[src/rtl/cfgf_pkg.sv]
package cfgf_pkg;

    typedef enum logic [1:0] {
        FS_IDLE,
        FS_SEND,
        FS_HDR,
        FS_DATA
    } fetch_state_e;

    // Length of a configuration in blocks, derived from its id.
    function automatic int unsigned blocks_for_id(input int unsigned id,
                                                  input int unsigned max_blks);
        return (id % max_blks) + 1;
    endfunction

endpackage

[src/rtl/cfgf_desc_tab.sv]
module cfgf_desc_tab #(
    parameter int NUM_SLOTS = 4,
    parameter int ID_W      = 4,
    parameter int SLOT_W    = 2
) (
    input  logic                 clk,
    input  logic                 rst,
    input  logic [ID_W-1:0]      look_id,
    input  logic                 clr_en,
    input  logic [SLOT_W-1:0]    clr_slot,
    input  logic                 set_en,
    input  logic [SLOT_W-1:0]    set_slot,
    input  logic [ID_W-1:0]      set_id,
    output logic                 hit,
    output logic [SLOT_W-1:0]    hit_slot,
    output logic [NUM_SLOTS-1:0] empty_vec
);
    logic [NUM_SLOTS-1:0] match;

    for (genvar g = 0; g < NUM_SLOTS; g++) begin : g_slot
        logic            occ;
        logic [ID_W-1:0] tag;

        always_ff @(posedge clk) begin
            if (rst) begin
                occ <= 1'b0;
                tag <= '0;
            end else if (set_en && set_slot == SLOT_W'(g)) begin
                occ <= 1'b1;
                tag <= set_id;
            end else if (clr_en && clr_slot == SLOT_W'(g)) begin
                occ <= 1'b0;
            end
        end

        assign match[g]     = occ && (tag == look_id);
        assign empty_vec[g] = !occ;
    end

    assign hit = |match;

    always_comb begin
        hit_slot = '0;
        for (int i = NUM_SLOTS - 1; i >= 0; i--) begin
            if (match[i]) hit_slot = SLOT_W'(i);
        end
    end

endmodule

[src/rtl/cfgf_victim.sv]
module cfgf_victim #(
    parameter int NUM_SLOTS = 4,
    parameter int SLOT_W    = 2
) (
    input  logic                 clk,
    input  logic                 rst,
    input  logic [NUM_SLOTS-1:0] empty_vec,
    input  logic                 act_valid,
    input  logic [SLOT_W-1:0]    act_slot,
    input  logic                 take,
    output logic [SLOT_W-1:0]    victim
);
    logic [SLOT_W-1:0] rr_q;
    logic [SLOT_W-1:0] rr_pick;
    logic [SLOT_W-1:0] first_empty;
    logic              have_empty;

    function automatic logic [SLOT_W-1:0] step(input logic [SLOT_W-1:0] s);
        return (s == SLOT_W'(NUM_SLOTS - 1)) ? '0 : s + 1'b1;
    endfunction

    always_comb begin
        first_empty = '0;
        have_empty  = |empty_vec;
        for (int i = NUM_SLOTS - 1; i >= 0; i--) begin
            if (empty_vec[i]) first_empty = SLOT_W'(i);
        end
        rr_pick = (act_valid && rr_q == act_slot) ? step(rr_q) : rr_q;
        victim  = have_empty ? first_empty : rr_pick;
    end

    always_ff @(posedge clk) begin
        if (rst) begin
            rr_q <= '0;
        end else if (take && !have_empty) begin
            rr_q <= step(victim);
        end
    end

    AST_VICTIM_NOT_ACTIVE: assert property (@(posedge clk) disable iff (rst)
        (take && act_valid) |-> (victim != act_slot));

    AST_EMPTY_FIRST: assert property (@(posedge clk) disable iff (rst)
        (take && have_empty) |-> empty_vec[victim]);

endmodule

[src/rtl/cfgf_seq.sv]
module cfgf_seq
    import cfgf_pkg::*;
#(
    parameter int ID_W      = 4,
    parameter int SLOT_W    = 2,
    parameter int DATA_W    = 32,
    parameter int BLK_WORDS = 4,
    parameter int MAX_BLKS  = 4,
    parameter int ADDR_W    = 6,
    parameter int SRC_W     = 6
) (
    input  logic              clk,
    input  logic              rst,
    input  logic              req_valid,
    input  logic [ID_W-1:0]   req_id,
    output logic              req_ready,
    input  logic              hit,
    input  logic [SLOT_W-1:0] hit_slot,
    input  logic [SLOT_W-1:0] victim,
    output logic              clr_en,
    output logic              take,
    output logic              set_en,
    output logic [SLOT_W-1:0] set_slot,
    output logic [ID_W-1:0]   set_id,
    output logic              act_valid,
    output logic [SLOT_W-1:0] act_slot,
    output logic              done_valid,
    output logic [SLOT_W-1:0] done_slot,
    output logic              pkt_valid,
    output logic [SRC_W-1:0]  pkt_src,
    output logic [ADDR_W-1:0] pkt_dst,
    input  logic              resp_valid,
    input  logic [DATA_W-1:0] resp_data,
    output logic              cw_en,
    output logic [ADDR_W-1:0] cw_addr,
    output logic [DATA_W-1:0] cw_data
);
    localparam int BIDX_W  = $clog2(MAX_BLKS);
    localparam int BCNT_W  = BIDX_W + 1;
    localparam int WCNT_W  = $clog2(BLK_WORDS);
    localparam int OFF_W   = ADDR_W - SLOT_W;

    fetch_state_e      st_q;
    logic [ID_W-1:0]   id_q;
    logic [SLOT_W-1:0] slot_q;
    logic [BCNT_W-1:0] bidx_q;
    logic [BCNT_W-1:0] btot_q;
    logic [SRC_W-1:0]  src_q;
    logic [ADDR_W-1:0] dst_q;
    logic [ADDR_W-1:0] waddr_q;
    logic [WCNT_W-1:0] wcnt_q;

    logic accept;
    logic last_word;
    logic last_blk;

    assign req_ready = (st_q == FS_IDLE);
    assign accept    = req_ready && req_valid;
    assign clr_en    = accept && !hit;
    assign take      = clr_en;

    assign pkt_valid = (st_q == FS_SEND);
    assign pkt_src   = src_q;
    assign pkt_dst   = dst_q;

    assign cw_en     = (st_q == FS_DATA) && resp_valid;
    assign cw_addr   = waddr_q;
    assign cw_data   = resp_data;

    assign last_word = (wcnt_q == WCNT_W'(BLK_WORDS - 1));
    assign last_blk  = (bidx_q == btot_q - 1'b1);
    assign set_en    = cw_en && last_word && last_blk;
    assign set_slot  = slot_q;
    assign set_id    = id_q;

    always_ff @(posedge clk) begin
        if (rst) begin
            st_q       <= FS_IDLE;
            id_q       <= '0;
            slot_q     <= '0;
            bidx_q     <= '0;
            btot_q     <= '0;
            src_q      <= '0;
            dst_q      <= '0;
            waddr_q    <= '0;
            wcnt_q     <= '0;
            done_valid <= 1'b0;
            done_slot  <= '0;
            act_valid  <= 1'b0;
            act_slot   <= '0;
        end else begin
            done_valid <= 1'b0;
            unique case (st_q)
                FS_IDLE: begin
                    if (accept && hit) begin
                        done_valid <= 1'b1;
                        done_slot  <= hit_slot;
                        act_valid  <= 1'b1;
                        act_slot   <= hit_slot;
                    end else if (accept) begin
                        id_q   <= req_id;
                        slot_q <= victim;
                        bidx_q <= '0;
                        btot_q <= BCNT_W'(blocks_for_id(32'(req_id), MAX_BLKS));
                        src_q  <= {req_id, BIDX_W'(0)};
                        dst_q  <= {victim, OFF_W'(0)};
                        st_q   <= FS_SEND;
                    end
                end
                FS_SEND: st_q <= FS_HDR;
                FS_HDR: begin
                    if (resp_valid) begin
                        waddr_q <= resp_data[ADDR_W-1:0];
                        wcnt_q  <= '0;
                        st_q    <= FS_DATA;
                    end
                end
                FS_DATA: begin
                    if (resp_valid) begin
                        waddr_q <= waddr_q + 1'b1;
                        wcnt_q  <= wcnt_q + 1'b1;
                        if (last_word && last_blk) begin
                            done_valid <= 1'b1;
                            done_slot  <= slot_q;
                            act_valid  <= 1'b1;
                            act_slot   <= slot_q;
                            st_q       <= FS_IDLE;
                        end else if (last_word) begin
                            bidx_q <= bidx_q + 1'b1;
                            src_q  <= src_q + 1'b1;
                            dst_q  <= dst_q + ADDR_W'(BLK_WORDS);
                            st_q   <= FS_SEND;
                        end
                    end
                end
                default: st_q <= FS_IDLE;
            endcase
        end
    end

    AST_SINGLE_PKT: assert property (@(posedge clk) disable iff (rst)
        pkt_valid |=> !pkt_valid);

    AST_NO_ACCEPT_BUSY: assert property (@(posedge clk) disable iff (rst)
        pkt_valid |-> !req_ready);

    AST_WRITE_IN_SLOT: assert property (@(posedge clk) disable iff (rst)
        cw_en |-> (cw_addr[ADDR_W-1 -: SLOT_W] == slot_q));

endmodule

[src/rtl/cfg_fetch_engine.sv]
module cfg_fetch_engine
    import cfgf_pkg::*;
#(
    parameter int DATA_W    = 32,
    parameter int ID_W      = 4,
    parameter int NUM_SLOTS = 4,
    parameter int BLK_WORDS = 4,
    parameter int MAX_BLKS  = 4,
    localparam int SLOT_W     = $clog2(NUM_SLOTS),
    localparam int SLOT_WORDS = BLK_WORDS * MAX_BLKS,
    localparam int ADDR_W     = SLOT_W + $clog2(SLOT_WORDS),
    localparam int SRC_W      = ID_W + $clog2(MAX_BLKS)
) (
    input  logic              clk,
    input  logic              rst,
    input  logic              req_valid,
    input  logic [ID_W-1:0]   req_id,
    output logic              req_ready,
    output logic              done_valid,
    output logic [SLOT_W-1:0] done_slot,
    output logic              pkt_valid,
    output logic [SRC_W-1:0]  pkt_src,
    output logic [ADDR_W-1:0] pkt_dst,
    input  logic              resp_valid,
    input  logic [DATA_W-1:0] resp_data,
    output logic              cw_en,
    output logic [ADDR_W-1:0] cw_addr,
    output logic [DATA_W-1:0] cw_data
);
    logic                 tab_hit;
    logic [SLOT_W-1:0]    tab_hit_slot;
    logic [NUM_SLOTS-1:0] tab_empty;
    logic                 clr_en;
    logic                 take;
    logic                 set_en;
    logic [SLOT_W-1:0]    set_slot;
    logic [ID_W-1:0]      set_id;
    logic                 act_valid;
    logic [SLOT_W-1:0]    act_slot;
    logic [SLOT_W-1:0]    victim;

    cfgf_desc_tab #(
        .NUM_SLOTS(NUM_SLOTS),
        .ID_W     (ID_W),
        .SLOT_W   (SLOT_W)
    ) i_tab (
        .clk      (clk),
        .rst      (rst),
        .look_id  (req_id),
        .clr_en   (clr_en),
        .clr_slot (victim),
        .set_en   (set_en),
        .set_slot (set_slot),
        .set_id   (set_id),
        .hit      (tab_hit),
        .hit_slot (tab_hit_slot),
        .empty_vec(tab_empty)
    );

    cfgf_victim #(
        .NUM_SLOTS(NUM_SLOTS),
        .SLOT_W   (SLOT_W)
    ) i_victim (
        .clk      (clk),
        .rst      (rst),
        .empty_vec(tab_empty),
        .act_valid(act_valid),
        .act_slot (act_slot),
        .take     (take),
        .victim   (victim)
    );

    cfgf_seq #(
        .ID_W     (ID_W),
        .SLOT_W   (SLOT_W),
        .DATA_W   (DATA_W),
        .BLK_WORDS(BLK_WORDS),
        .MAX_BLKS (MAX_BLKS),
        .ADDR_W   (ADDR_W),
        .SRC_W    (SRC_W)
    ) i_seq (
        .clk       (clk),
        .rst       (rst),
        .req_valid (req_valid),
        .req_id    (req_id),
        .req_ready (req_ready),
        .hit       (tab_hit),
        .hit_slot  (tab_hit_slot),
        .victim    (victim),
        .clr_en    (clr_en),
        .take      (take),
        .set_en    (set_en),
        .set_slot  (set_slot),
        .set_id    (set_id),
        .act_valid (act_valid),
        .act_slot  (act_slot),
        .done_valid(done_valid),
        .done_slot (done_slot),
        .pkt_valid (pkt_valid),
        .pkt_src   (pkt_src),
        .pkt_dst   (pkt_dst),
        .resp_valid(resp_valid),
        .resp_data (resp_data),
        .cw_en     (cw_en),
        .cw_addr   (cw_addr),
        .cw_data   (cw_data)
    );

    AST_HIT_QUIET: assert property (@(posedge clk) disable iff (rst)
        (req_valid && req_ready && tab_hit) |=>
            (done_valid && done_slot == $past(tab_hit_slot) && !pkt_valid));

    AST_DONE_CAUSE: assert property (@(posedge clk) disable iff (rst)
        done_valid |-> ($past(cw_en) || $past(req_valid && req_ready && tab_hit)));

endmodule

[config.mk]
export PLATFORM = sky130hd
export DESIGN_NAME = cfg_fetch_engine
export DESIGN_NICKNAME = d
export VERILOG_FILES = /design/src/rtl/cfgf_pkg.sv /design/src/rtl/cfgf_desc_tab.sv /design/src/rtl/cfgf_victim.sv /design/src/rtl/cfgf_seq.sv /design/src/rtl/cfg_fetch_engine.sv
export SDC_FILE = /design/constraint.sdc
export NUM_CORES = 1
export LEC_CHECK = 0
export BUFFER_PORTS_ARGS = -buffer_cell sky130_fd_sc_hd__buf_4
export CORE_ASPECT_RATIO = 0.8
export CORE_MARGIN = 2
export CORE_UTILIZATION = 54
export CTS_BUF_LIST = sky130_fd_sc_hd__clkbuf_4 sky130_fd_sc_hd__clkbuf_8
export DETAILED_ROUTE_END_ITERATION = 10
export PLACE_DENSITY = 0.81
export SLEW_MARGIN = 20
export SYNTH_ARGS = -nofsm -noshare
export SYNTH_HDL_FRONTEND = slang
export SYNTH_HIERARCHICAL = 1
export SYNTH_SLANG_ARGS = --single-unit
[constraint.sdc]
create_clock -name clk -period 2.5 [get_ports clk]
set_input_delay 0.375 -clock clk [delete_from_list [all_inputs] [get_ports clk]]
set_output_delay 0.375 -clock clk [all_outputs]
set_load 0.02 [all_outputs]
==> results of run 1 <==
state kept, by name (all words and copies together), names as in the netlist:
signal and flops:
i_seq/act_valid 1, i_seq/bidx_q 3, i_seq/btot_q 3, i_seq/cw_addr 6, i_seq/done_slot 2, i_seq/done_valid 1, i_seq/pkt_dst 4, i_seq/pkt_src 6
i_seq/set_id 4, i_seq/set_slot 2, i_seq/st_q 2, i_seq/wcnt_q 2, i_tab/g_slot.occ 4, i_tab/g_slot.tag 16, i_victim/rr_q 2
cell families after synthesis:
kind of cell | after synthesis | synth area share (%)
compound gates | 78 | 15.9
xor+xnor | 22 | 6.21
buf+inv | 68 | 11.9
simple gates | 123 | 18.4
flops | 58 | 34.7
fa+ha+maj | 13 | 4.86
mux | 26 | 7.89
other cells | 1 | 0.112
layer usage:
metal,share of wire [%],track usage (%),up-vias,wire (um)
met5,0,0,-,0
li1,-,-,1358,-
met2,44,34.5,111,3330
met3,8.4,6.99,19,638
met1,46,31.4,1263,3510
met4,1.4,7.79,0,106
what timing repair did:
item,in CTS,in global routing
gates resized for setup,1,3
hold buffers,0,0
setup buffers,1,0
setup endpoints to repair,5,16
endpoints found under the hold margin,0,0
cloned,0,0
path summary, 6_finish.rpt:
kind / from / slack, ns / cells past startpoint / end
max reg2reg: i_seq/btot_q[0]$_SDFFE_PP0P_ / 0.10 / 9 / i_tab/g_slot[0].tag[1]$_SDFFE_PP0P_
min: req_id[3] / 0.34 / 3 / i_seq/set_id[3]$_SDFFE_PP0P_
max: i_seq/btot_q[0]$_SDFFE_PP0P_ / 0.10 / 9 / i_tab/g_slot[0].tag[1]$_SDFFE_PP0P_
min reg2reg: i_tab/g_slot[1].occ$_SDFFE_PP0P_ / 0.45 / 2 / i_tab/g_slot[1].occ$_SDFFE_PP0P_
cells in the final DEF, fill, tap and decap left out, types with 8 or more instances in the layout:
| cell type | count |
|---|---|
| a21oi_1 | 23 |
| o21ai_0 | 11 |
| nand2_1 | 35 |
| nand3_1 | 12 |
| dfxtp_1 | 58 |
| nor3_1 | 9 |
| ha_1 | 13 |
| nor2_1 | 40 |
| clkbuf_8 | 11 |
| a211oi_1 | 8 |
| buf_4 | 53 |
| xnor2_1 | 14 |
| inv_1 | 15 |
| mux2i_1 | 22 |
final cells by class:
type | count | area, um2
Fill cell | 498 | 2210
Multi-Input combinational cell | 264 | 1810
Sequential cell | 58 | 1160
Timing Repair Buffer | 53 | 398
Clock buffer | 11 | 151
Tap cell | 81 | 101
Inverter | 16 | 60.1
Clock inverter | 5 | 52.6
per-stage QoR:
step	instance area [um2]	TNS, ns
3_3_place_gp	3500	0
2_1_floorplan	3350	0
4_1_cts	3720	0
6_report	3730	0
3_5_place_dp	3500	-0.178
5_1_grt	3730	-0.0000278
power groups by stage:
stage	combinational, mW	clock, mW	sequential, mW
floorplan	0.701	0	1.17
CTS	1.02	0.908	1.12
finish	1.05	0.887	1.12
global placement	0.985	0	1.14
global route	1.14	0.951	1.14
detailed placement	1.02	0	1.14
cells in the mapped netlist, types with 10 or more instances:
cell      count
buf_4        37
dfxtp_1      58
clkbuf_1     10
o21ai_0      11
inv_1        15
a21oi_1      23
nand3_1      12
xnor2_1      14
nor2_1       41
mux2i_1      23
ha_1         13
nand2_1      35
critical path, stage by stage (launching register included):
cell     delay (ns)
dfxtp_1        0.36
inv_1          0.06
ha_1           0.29
xnor2_1        0.17
or4b_4         0.60
nor2_4         0.14
nor3b_4        0.18
buf_4          0.18
mux2i_2        0.23
nor2_1         0.05
==> run metrics, run 1 <==
status=completed; IO buf count=41; initial core utilization=56.3%; Clock Latency Late Sink=around 0.34 ns; combinational power share=around a third; post-synthesis sequential area ratio=34.7%; hpwl dp=5370 um; Yosys top cell area share=34.7%; Worst Path Class, Setup=reg2reg; CP endpoint kind=flip-flop; final worst slack=0.103 ns; Worst-path clk slew=around 0.070 ns; vias per cell=approximately 5.6; Req. time, crit path=2.71 ns; initial antenna violation count=0; FFs w/ async S/R, synth=0%; Max-Cap Viols=0; All-Layer GR Usage=a little under a quarter; RD Place Congestion=0.875; DRC Markers=0; DR iter-0 viols=about 190; DP Worst Slack=-0.0756 ns; largest net degree at the start of global routing=54; Core Region=0.00594 mm2; DIE HEIGHT=74.4 um; CTS buffer count=9; Sw Share=between 30% and 40%; via count=2,751; Peak VDD IR=0.000501 V; Hold Worst Slack=around 0.34 ns; DR pass1 iterations=4; min Tclk post-route=~2.4 ns; Psw=between 1 and 1.5 mW; global-route wire length before repair=12,200 um; Synth Warn #=6; CP max FO=5; hold crit path type=in2reg; H-tree depth=3; Cell Rows=25; Synth cell types=54; WP data arrival=2.61 ns; TritonCTS clock tree=yes; register bit total from synthesis=between 50 and 60; Mean Syn Cell Area=between 8 and 9 um2; Num Clock Sinks=58; EDFF count, synth=0; Reg power frac=between 30% and 40%; Nets=455; total congestion overflow=0; post-placement cell count=between 400 and 500; Overall Power=just over 3 mW; Cell Pwr Density=819 mW/mm2; WL/cell=15.6 um; die width=just over 90 um; Worst Max-Slew Pin Slew=0.651 ns; post-synth top area cell=dfxtp_1; Syn Inst Count=389; Finish-stage setup viols=0; relative slew slack=between 50 and 60%; antenna cells=0; antenna-violating nets left=0; final worst path period share=between 90 and 100%; Cell Area, Synth=around 0.0033 mm2; Setup Skew=0.00448 ns; type of origin of the critical path=flip-flop; clock buffer depth=2; clock root buffer=clkbuf_8; max-slew violation count=0; DIE AREA=roughly 0.007 mm2; unrepaired setup endpoints after global routing=yes; top post-synthesis cells by area=dfxtp_1, buf_4, mux2i_1; Finished Core Util=a little over three fifths; I/O pins=96; final wirelength=7590 um; predominant post-synthesis flop cell=dfxtp_1; final non-filler cell total=488; Clock power frac=roughly 29%; Max Freq=approximately 420 MHz; Pint=about 2.0 mW; Final Hold Violating Endpoints=0; vias in the first global route=~2,500; share of cells above drive strength 1=roughly a fifth; Area growth syn-to-layout=11.6%; LEAKAGE=1.55 nW
(Power assumes the default switching activity.)
==> run 2, diff against run 1 <==
CORE_MARGIN = unset   (was 2)
==> run 2 against run 1 <==
Effect of this change: largest power group unchanged; cell area grew 0.64%; utilization rose by 0.40 points; sequential power about the same; die area decreased by 4.8%; cell count is 0.41% higher; register-to-register slack improved by 0.04 ns.
==> run metrics, run 2 (same netlist as run 1, synthesis figures left out) <==
status=completed; worst hold path startpoint=req_id[3]; Max Freq=424 MHz; Num Clock Sinks=58; max reg flops=16; clock root buffer=clkbuf_8; antenna cells=0; Cell Rows=25; Worst Path Class, Setup=reg2reg; final worst path period share=a little over nine tenths; Peak VDD IR=0.000465 V; Req. time, crit path=between 2 and 3 ns; Setup Skew=just under 0.01 ns; I/O pins=96; antenna-violating nets left=0; vias per cell=~5.6; max-slew violation count=0; cts hold-fix bufs=0; CP max FO=5; Area growth syn-to-layout=12.3%; clock buffer depth=2; share of cells above drive strength 1=roughly 20%; Clock Latency Late Sink=0.34 ns; WL/cell=about 16 um; final wirelength=about 7700 um; final worst slack=between 0.1 and 0.15 ns; Hold Worst Slack=between 0.3 and 0.4 ns; CP endpoint kind=flip-flop; fin area=~0.0038 mm2; Final Hold Violating Endpoints=0; vias in the first global route=about 2,600; Post-Place Cell Area=between 0.003 and 0.004 mm2; Cell Pwr Density=between 800 and 900 mW/mm2; DIE AREA=between 0.006 and 0.007 mm2; initial core utilization=a little under three fifths; relative slew slack=around 59%; Met1 Wirelength=3510 um; hpwl dp=roughly 5400 um; WP data arrival=between 2 and 3 ns; All-Layer GR Usage=24.3%; initial antenna violation count=0; filler cell count=~510; total congestion overflow=0; highest metal used=met4; met3 WL post-DR=roughly 600 um; TritonCTS clock tree=yes; most flop-heavy register=i_tab/g_slot.tag; largest net degree at the start of global routing=54; final non-filler cell total=490; commonest cells after routing, fill and taps aside=dfxtp_1, buf_4, nor2_1; worst r2r src=i_seq/btot_q[0]$_SDFFE_PP0P_; H-tree depth=3; LEAKAGE=about 1.6 nW; Worst setup startpoint=i_seq/btot_q[0]$_SDFFE_PP0P_; RD Place Congestion=~0.83; Core Region=between 0.005 and 0.006 mm2; commonest non-fill, non-tap cell in the layout=dfxtp_1; DP Worst Slack=-0.0152 ns; Worst Max-Slew Pin Slew=0.613 ns; unrepaired setup endpoints after global routing=no; r2r setup slk=roughly 0.14 ns; Finish-stage setup viols=0; DR iter-0 viols=between 100 and 150; IO buf count=41; Final TNS setup=0 ns; CTS buffer count=9; min Tclk post-route=between 2 and 2.5 ns; DR pass1 iterations=4; post-placement cell count=between 400 and 500; Max-Cap Viols=0; Nets=about 460; global-route wire length before repair=12,500 um; via count=about 2,700; type of origin of the critical path=flip-flop; die width=approximately 90 um; DIE HEIGHT=between 70 and 80 um; DRC Markers=0; Worst-path clk slew=0.07 ns; met2 WL=around 3500 um; hold crit path type=in2reg
[run 2: changes by cell type in the layout (fill, tap and decap cells not counted)]
cell       before  now
a221oi_1        1    2
mux2i_2         1    0
bufinv_16       1    2
clkinv_2        3    2
a221oi_2        1    0
clkbuf_8       11   10
clkbuf_4        0    1
buf_4          53   55
mux2i_1        22   23
[run 2: critical path, stage by stage, from the launching register on]
cell and delay [ns]:
dfxtp_1 0.36, inv_1 0.06, ha_1 0.21, xor3_1 0.24, or4b_4 0.61, nor2_4 0.13
nor3b_4 0.21, buf_4 0.16, mux2i_1 0.19, nor2_1 0.06
[run 2: worst paths after layout]
path                                                            end  depth (start not counted)
worst max-delay path            i_tab/g_slot[0].tag[0]$_SDFFE_PP0P_                          9
worst min-delay path                   i_seq/set_id[3]$_SDFFE_PP0P_                          3
worst max register to register  i_tab/g_slot[0].tag[0]$_SDFFE_PP0P_                          9
worst min register to register     i_tab/g_slot[1].occ$_SDFFE_PP0P_                          2
[run 2: stage by stage]
| step | power, mW | utilization (%) |
|---|---|---|
| final | 3.13 | 63.2 |
| after global routing | 3.31 | 63.2 |
| after CTS | 3.14 | 63.1 |
| after detailed placement | 2.16 | 58.9 |
| after global placement | 2.13 | 58.9 |
| after floorplan | 1.87 | - |
[run 2: timing repair]
item,CTS,global route
resized for setup,0,2
cloned,0,0
pin swaps,1,1
setup endpoints to repair,7,12
buffers inserted,3,0
[run 2: power by group]
| part | internal [mW] | switching (mW) |
|---|---|---|
| logic | 0.428 | 0.617 |
| registers | 1.02 | 0.105 |
| clock network | 0.596 | 0.369 |
| total | 2.04 | 1.09 |
[run 2: metal layers]
metal,global-route usage (%),up-vias
li1,-,1349
met1,31.8,1283
met2,39.3,97
met3,7.13,12
met4,7.17,0
met5,0,-
[run 2: area by class of cell]
cell class	instances	area, um2	share of cell area, %
clock buffer	11	145	3.87
timing repair buffer	55	413	11.0
inverter	16	60.1	1.60
tap	81	101	2.70
clock inverter	5	77.6	2.07
sequential	58	1160	30.9
multi-input combinational	264	1800	47.9
==> run 3, diff against run 2 <==
ABC_AREA = 1   (was unset)
CORE_UTILIZATION = 55   (was 54)
GPL_ROUTABILITY_DRIVEN = 0   (was unset)
==> run 3 against run 2 <==
Effect of this change: combinational power rose by 29%; sequential share of layout area fell by 1.6 points; synthesized cell count rose by 39%; power rose by 8.1%; highest routed layer unchanged.
==> run metrics, run 3 <==
status=completed; post-synth top area cell=dfxtp_1; Final Hold Violating Endpoints=0; Worst-path clk slew=0.06 ns; H-tree depth=3; Overall Power=approximately 3.4 mW; antenna cells=0; commonest cells after routing, fill and taps aside=nand2_1, inv_1, nor2_1; Cell Rows=26; CP max FO=8; final worst slack=around 0.31 ns; Max Freq=457 MHz; reg2reg end=i_tab/g_slot[0].tag[3]$_SDFFE_PP0P_; worst hold path startpoint=resp_data[0]; Syn Inst Count=541; Area growth syn-to-layout=7.43%; DIE HEIGHT=75.2 um; top post-synthesis cells by area=dfxtp_1, nand2_1, buf_4; Synth Warn #=6; post-synthesis sequential area ratio=between 30% and 40%; type of origin of the critical path=flip-flop; register bit total from synthesis=58; r2r setup slk=roughly 0.31 ns; largest net degree at the start of global routing=37; clock root buffer=clkbuf_8; max reg flops=16; Post-CTS Setup Bufs=0; CP endpoint kind=flip-flop; EDFF count, synth=0; initial core utilization=a little under three fifths; max-slew violation count=0; Cell Pwr Density=854 mW/mm2; I/O pins=96; Worst Reg-to-Reg Cells=12; Synth cell types=41; Max-Cap Viols=0; predominant post-synthesis flop cell=dfxtp_1; cts hold-fix bufs=0; unrepaired setup endpoints after global routing=no; Peak VDD IR=~0.00046 V; clock buffer depth=2; LEAKAGE=1.81 nW; Worst Max-Slew Pin Slew=roughly 0.74 ns; WL/cell=roughly 13 um; IO buf count=41; Cell Area, Synth=around 0.0037 mm2; DR iter-0 viols=between 200 and 250; antenna-violating nets left=0; global-route wire length before repair=13,400 um; Mean Syn Cell Area=6.82 um2; final wirelength=just over 8000 um; final worst path period share=87.4%; initial antenna violation count=0; share of cells above drive strength 1=19.2%; Worst Path Class, Setup=reg2reg; worst r2r src=i_seq/btot_q[0]$_SDFFE_PP0P_; Nets=600; All-Layer GR Usage=roughly a quarter; TritonCTS clock tree=yes; hold endpoint=i_seq/cw_addr[0]$_SDFFE_PP0P_; total congestion overflow=0; Req. time, crit path=between 2 and 3 ns; DRC Markers=0; Cells on Worst Hold Path=3; hpwl dp=roughly 6000 um; min Tclk post-route=between 2 and 2.5 ns; Num Clock Sinks=58; count leader, synth=nand2_1; WP data arrival=approximately 2.4 ns; Core Region=between 0.006 and 0.007 mm2; relative slew slack=between 50 and 60%; Finish-stage setup viols=0; FFs w/ async S/R, synth=0%; via count=between 3,000 and 4,000; die width=about 94 um; most flop-heavy register=i_tab/g_slot.tag; DIE AREA=between 0.007 and 0.008 mm2; DP Worst Slack=~0.31 ns; Setup Skew=between 0.005 and 0.006 ns; commonest non-fill, non-tap cell in the layout=nand2_1; CTS buffer count=9; CTS resizes=0; Clock Latency Late Sink=around 0.34 ns; Yosys top cell area share=approximately a third; vias per cell=5.27; Final TNS setup=0 ns; synth cell count leaders=nand2_1, inv_1, nor2_1; hold crit path type=in2reg; DR pass1 iterations=5; vias in the first global route=approximately 3,000
==> run 3: cell count changes in the layout (fill, tap and decap cells not counted), sizes merged, moves of 8 or more <==
cell,before,now
nand4,0,9
nor3,11,2
buf,55,43
mux2i,23,0
or2,0,8
o21ai,11,31
nor2,41,69
inv,15,73
nand2,35,130
xnor2,14,3
nand3,12,37
a21oi,24,37
==> run 3: worst max path at each step <==
stage               slack [ns]                                  end                    startpoint
detailed placement        0.31        i_seq/pkt_src[0]$_SDFFE_PP0P_                     req_id[1]
floorplan                 0.60  i_tab/g_slot[0].tag[0]$_SDFFE_PP0P_  i_seq/btot_q[0]$_SDFFE_PP0P_
global placement          0.34         i_seq/bidx_q[0]$_SDFFE_PP0P_                     req_id[1]
CTS                       0.34  i_tab/g_slot[3].tag[0]$_SDFFE_PP0P_  i_seq/btot_q[0]$_SDFFE_PP0P_
finish                    0.31  i_tab/g_slot[0].tag[3]$_SDFFE_PP0P_  i_seq/btot_q[0]$_SDFFE_PP0P_
global route              0.07  i_tab/g_slot[1].tag[1]$_SDFFE_PP0P_  i_seq/btot_q[0]$_SDFFE_PP0P_
==> run 3: kinds of logic (layout without fill, tap and decap cells) <==
| family | after synthesis | count (layout) | share of synthesized area (%) |
|---|---|---|---|
| buffers and inverters | 123 | 133 | 17.2 |
| other | 1 | 2 | 0.102 |
| adder cells (fa/ha/maj) | 13 | 13 | 4.41 |
| XOR/XNOR | 5 | 5 | 1.19 |
| AND/OR/NAND/NOR | 257 | 257 | 32.3 |
| flip-flops | 58 | 58 | 31.5 |
| AO/OA/AOI/OAI | 84 | 84 | 13.4 |
==> run 3: critical path, cell delays in order, from the launching register on <==
cell	delay (ns)
dfxtp_1	0.34
inv_2	0.05
ha_1	0.29
inv_1	0.04
nand2_1	0.05
nand2_1	0.05
nor2_2	0.18
nand3_4	0.16
nor2_1	0.31
nand2_1	0.11
nor2_1	0.15
inv_2	0.13
a211oi_1	0.24
==> run 3: stage by stage <==
| stage | hold slack [ns] | std cells | instance area [um2] | util (%) |
|---|---|---|---|---|
| CTS | 0.277 | 636 | 3960 | 61.5 |
| floorplan | 0.433 | 542 | 3690 | - |
| global route | 0.300 | 636 | 3960 | 61.5 |
| detailed placement | 0.453 | 620 | 3770 | 58.5 |
| finish | 0.292 | 636 | 3960 | 61.5 |
| global placement | 0.447 | 620 | 3770 | 58.5 |
==> run 3: metal layers <==
layer  vias to the layer above  track usage, %  part of all wire (%)
met5                         -               0                     0
met4                         0            11.1                   1.1
met3                        14            6.36                   6.6
met1                      1535            31.3                    47
li1                       1690               -                     -
met2                       110            40.8                    45
==> run 3: cell type report <==
cell class / instances / area (um2)
inverter: 74 / 285
multi-input combinational: 361 / 1900
timing repair buffer: 43 / 323
clock inverter: 2 / 10.0
sequential: 58 / 1160
tap: 84 / 105
clock buffer: 14 / 180
fill: 595 / 2480
==> run 3: power by group <==
group	total [mW]	switching (mW)	internal [mW]
combinational	1.34	0.849	0.487
clock	0.824	0.364	0.460
sequential	1.23	0.158	1.07
